File: src/rtl/gdfb_pkg.sv
package gdfb_pkg;
  typedef enum logic [1:0] {
    ST_IDLE  = 2'd0,
    ST_WAIT  = 2'd1,
    ST_PULSE = 2'd2
  } gdfb_state_e;
endpackage

File: src/rtl/gdfb_chan.sv
module gdfb_chan
  import gdfb_pkg::*;
#(
  parameter int ACK_WIN  = 200,
  parameter int SC_LIMIT = 375
) (
  input  logic clk,
  input  logic rst,
  input  logic arm_i,
  input  logic cmd_i,
  input  logic fb_i,
  input  logic clr_i,
  output logic flt_o,
  output logic flt_d_o
);
  localparam int MAXW = (ACK_WIN > SC_LIMIT) ? ACK_WIN : SC_LIMIT;
  localparam int CW   = $clog2(MAXW + 1);
  localparam logic [CW-1:0] ACK_LAST = CW'(ACK_WIN - 1);
  localparam logic [CW-1:0] SC_LAST  = CW'(SC_LIMIT - 1);

  gdfb_state_e   st_q, st_d;
  logic [CW-1:0] cnt_q, cnt_d;
  logic          cmd_q;
  logic          edge_w;
  logic          det;
  logic          flt_q, flt_d;

  assign edge_w = cmd_i ^ cmd_q;

  always_comb begin
    st_d  = st_q;
    cnt_d = cnt_q;
    det   = 1'b0;
    if (!arm_i) begin
      st_d  = ST_IDLE;
      cnt_d = '0;
    end else begin
      unique case (st_q)
        ST_IDLE: begin
          if (edge_w) begin
            st_d  = ST_WAIT;
            cnt_d = '0;
          end
        end
        ST_WAIT: begin
          if (!fb_i) begin
            st_d  = ST_PULSE;
            cnt_d = CW'(1);
          end else if (edge_w) begin
            cnt_d = '0;
          end else if (cnt_q == ACK_LAST) begin
            det   = 1'b1;
            st_d  = ST_IDLE;
            cnt_d = '0;
          end else begin
            cnt_d = cnt_q + 1'b1;
          end
        end
        ST_PULSE: begin
          if (fb_i) begin
            st_d  = edge_w ? ST_WAIT : ST_IDLE;
            cnt_d = '0;
          end else if (cnt_q >= SC_LAST) begin
            det   = 1'b1;
            st_d  = ST_IDLE;
            cnt_d = '0;
          end else begin
            cnt_d = cnt_q + 1'b1;
          end
        end
        default: begin
          st_d  = ST_IDLE;
          cnt_d = '0;
        end
      endcase
    end
  end

  always_comb begin
    if (det)        flt_d = 1'b1;
    else if (clr_i) flt_d = 1'b0;
    else            flt_d = flt_q;
  end

  always_ff @(posedge clk) begin
    if (rst) begin
      st_q  <= ST_IDLE;
      cnt_q <= '0;
      cmd_q <= 1'b0;
      flt_q <= 1'b0;
    end else begin
      st_q  <= st_d;
      cnt_q <= cnt_d;
      cmd_q <= cmd_i;
      flt_q <= flt_d;
    end
  end

  assign flt_o   = flt_q;
  assign flt_d_o = flt_d;


  latch_hold_chk: assert property (@(posedge clk) disable iff (rst)
    (flt_q && !clr_i) |=> flt_q);


  arm_idle_chk: assert property (@(posedge clk) disable iff (rst)
    !arm_i |=> (st_q == ST_IDLE));


  pulse_len_chk: assert property (@(posedge clk) disable iff (rst)
    (st_q == ST_PULSE) |-> (cnt_q < CW'(SC_LIMIT)));


  wait_len_chk: assert property (@(posedge clk) disable iff (rst)
    (st_q == ST_WAIT) |-> (cnt_q < CW'(ACK_WIN)));


  quiet_chk: assert property (@(posedge clk) disable iff (rst)
    (st_q == ST_IDLE && !edge_w) |=> (st_q == ST_IDLE));
endmodule

File: config.mk
export PLATFORM = sky130hd
export DESIGN_NAME = gdfb_chan
export DESIGN_NICKNAME = d
export VERILOG_FILES = /design/src/rtl/gdfb_pkg.sv /design/src/rtl/gdfb_chan.sv
export SDC_FILE = /design/constraint.sdc
export NUM_CORES = 1
export LEC_CHECK = 0
export ABC_AREA = 1
export BUFFER_PORTS_ARGS = -buffer_cell sky130_fd_sc_hd__buf_2
export CAP_MARGIN = 20
export CORE_MARGIN = 10
export CORE_UTILIZATION = 45
export CTS_CLUSTER_DIAMETER = 80
export DETAILED_ROUTE_END_ITERATION = 10
export PLACE_DENSITY = 0.66
export SLEW_MARGIN = 5
export SYNTH_ARGS = -nofsm -noshare
export SYNTH_HDL_FRONTEND = slang
export SYNTH_SLANG_ARGS = --single-unit
File: constraint.sdc
create_clock -name clk -period 2.35 [get_ports clk]
set_input_delay 0.3525 -clock clk [delete_from_list [all_inputs] [get_ports clk]]
set_output_delay 0.3525 -clock clk [all_outputs]
set_load 0.05 [all_outputs]
==> results_dict.tcl <==
set metrics [dict create \
    cts.sinks 13 \
    ioPinCount 8 \
    dr_wl_met2_um 995 \
    num_vias 872 \
    rsz0062_at_grt "false" \
    core_area_um2 1960 \
    clk_transition_reported_paths_ns 0.09 \
    worst_slew_pin_slew_ns 0.529 \
    start_util_pct 46.9 \
    p_leak_nw 0.431 \
    die-area_um2 4260 \
    antenna_found_initial 0 \
    die_x_um 65.2 \
    power_mw 0.435 \
    clockBufferDepth 2 \
    drt_iter0_markers 34 \
    synth_area_leader_cell "dfxtp_1" \
    crit_required_ns 2.00 \
    synth_top_cell_area_share_pct 28.3 \
    root_buffer "clkbuf_4" \
    drt_first_pass_iters 4 \
    grt_pass1_wl_um 3620 \
    htree_levels 1 \
    setup_tns_ns 0 \
    final_nets 162 \
    cts_tree "done" \
    gp_congestion 0.960 \
    postCtsSetupBuffers 0 \
    grt_use_total_pct 10.3 \
    synthTopCellsByArea "dfxtp_1 (28%), nand2_1 (14%), nand3_1 (9.2%), ha_1 (8.2%), a21oi_1 (7.6%)" \
    wl_per_cell_um 11.0 \
    syn_area_um2 921 \
    drive_above_1_share_pct 18.8 \
    crit_buf_inv 1 \
    drv_slew 0 \
    mostFrequentLayoutCells "nand2_1 (34), inv_1 (18), nand3_1 (17), a21oi_1 (14), dfxtp_1 (13)" \
    hold_viol_final 0 \
    hold_slack_ns 0.235 \
    syn_inst 139 \
    synth_fp_nets 151 \
    ys_ff_latch 13 \
    final_common_cell "nand2_1" \
    endpoint_kind "primary output" \
    path_cells "ha_2, nand2_1, nor2_1, nand3_1, nor2_1, o21bai_1, nand2_1, clkbuf_4" \
    cts_buffers 3 \
    hold_class "input port to register" \
    portBuffers 7 \
    cp_slowest_stage_delay_ns 0.39 \
    vias_per_cell 4.95 \
    seq_area_frac_synth_pct 28.3 \
    crit_family "simple AND/OR/NAND/NOR gates" \
    rows 16 \
    cap_violations 0 \
    yosysUniqueCellTypes 20 \
    holdBufCountCts 0 \
    fmax_mhz 472 \
    dp_cells 172 \
    area_growth_pct 9.78 \
    ir_drop_mv 0.427 \
    pre_cts_ws_ns 0.513 \
    die_y_um 65.2 \
    fin_worst_skew_ns 0.00420 \
    route.detailed.drc 0 \
    crit_slowest_cell "dfxtp_1" \
    postRouteAntennaNets 0 \
    overflow 0 \
    critPathKind "register to primary output" \
    outcome "completed" \
    cp.arrival_ns 1.76 \
    grt_max_degree 14 \
    layout.cells.non_filler 176 \
    yosys_warnings 0 \
    fin_crit_ns 2.12 \
    dp_hpwl_um 1530 \
    period_share_pct 90.1 \
    first_global_vias 930 \
    slew-limit-headroom_pct 64.6 \
    route.layer.met1.wl_um 828 \
    crit_fanout 4 \
    n_antenna_cell 0 \
    drt-total-wl_um 1940 \
    insertion_delay_ns 0.29 \
    fill_cells 237 \
    ctsResizeCount 0 \
    critPathLaunchType "register" \
    wl_met3_um 100 \
    postSynthAreaPerCell_um2 6.63 \
    routed.top_layer "met4" \
    p_per_area_nw_per_um2 430 \
    finalSetupViolations 0 \
    setup_ws_ns 0.233 \
]
## cell type report
class / instances / area, um2 / area share (%)
flip-flops and latches: 13 / 260 / 25.7
clock inverters: 1 / 5.00 / 0.495
inverters: 19 / 71.3 / 7.05
clock buffers: 3 / 22.5 / 2.23
repair buffers: 7 / 37.5 / 3.71
multi-input cells: 106 / 581 / 57.4
well taps: 27 / 33.8 / 3.34
## metrics by stage
stage,area (um2),util [%]
2_1_floorplan,921,-
3_3_place_gp,978,49.9
3_5_place_dp,978,49.9
4_1_cts,1010,51.3
5_1_grt,1010,51.5
6_report,1010,51.5
## kinds of logic after synthesis
logic type | count (synthesis) | synth area share, %
and+or+nand+nor | 77 | 38.6
AOI/OAI and AO/OA | 20 | 12.4
buffers and inverters | 20 | 8.97
DFF | 13 | 28.3
adders and majority gates | 6 | 8.15
xor gates and xnor gates | 3 | 3.67
## per-layer routing
metal / global-route usage (%) / vias up
met2: 19.0 / 18
met5: 0 / -
met4: 3.21 / 0
met1: 10.1 / 388
met3: 4.58 / 2
li1: - / 464
## path summary, 6_finish.rpt
check / startpoint / to / slack (ns) / cells past startpoint
worst max-delay path: cnt_q[1] / flt_d_o / 0.23 / 8
worst min-delay path: rst / cmd_q / 0.24 / 2
worst max register to register: cnt_q[0] / cnt_q[7] / 0.84 / 11
worst min register to register: flt_o / flt_o / 0.49 / 2
## cells in the mapped netlist
cell and n:
nand3_1 17, nand4_1 1, o21bai_1 1, nand2_4 1
a21oi_1 14, nor2_1 11, nor2_2 6, ha_1 6
inv_2 1, nand2_1 34, nor4_1 1, nand2_2 4
dfxtp_1 13, buf_6 1, xnor2_2 1, a21oi_2 3
o21ai_0 2, nand3b_1 2, inv_1 18, xor2_1 2
## state kept, by name (all words and copies together) (netlist names)
| name | cells |
|---|---|
| cnt_q | 9 |
| st_q | 2 |
| cmd_q | 1 |
| flt_o | 1 |
## worst reg2reg max path, stage by stage, from the launching register on
cell,delay (ns)
dfxtp_1,0.39
inv_1,0.09
ha_1,0.20
nand2_1,0.06
nor2_1,0.04
nand2_1,0.05
nand3_1,0.06
nand2_1,0.10
nand2_2,0.10
nand2_2,0.11
nand2_2,0.11
a21oi_2,0.15
## where the power goes
part           leakage [nW]  switching [mW]  internal [mW]  total, mW
registers             0.105         0.00266          0.223      0.225
clock network        0.0177          0.0843         0.0633      0.148
logic                 0.308          0.0424         0.0199     0.0623
total                 0.431           0.129          0.306      0.435
No activity file was read; power rests on OpenSTA's default activity.
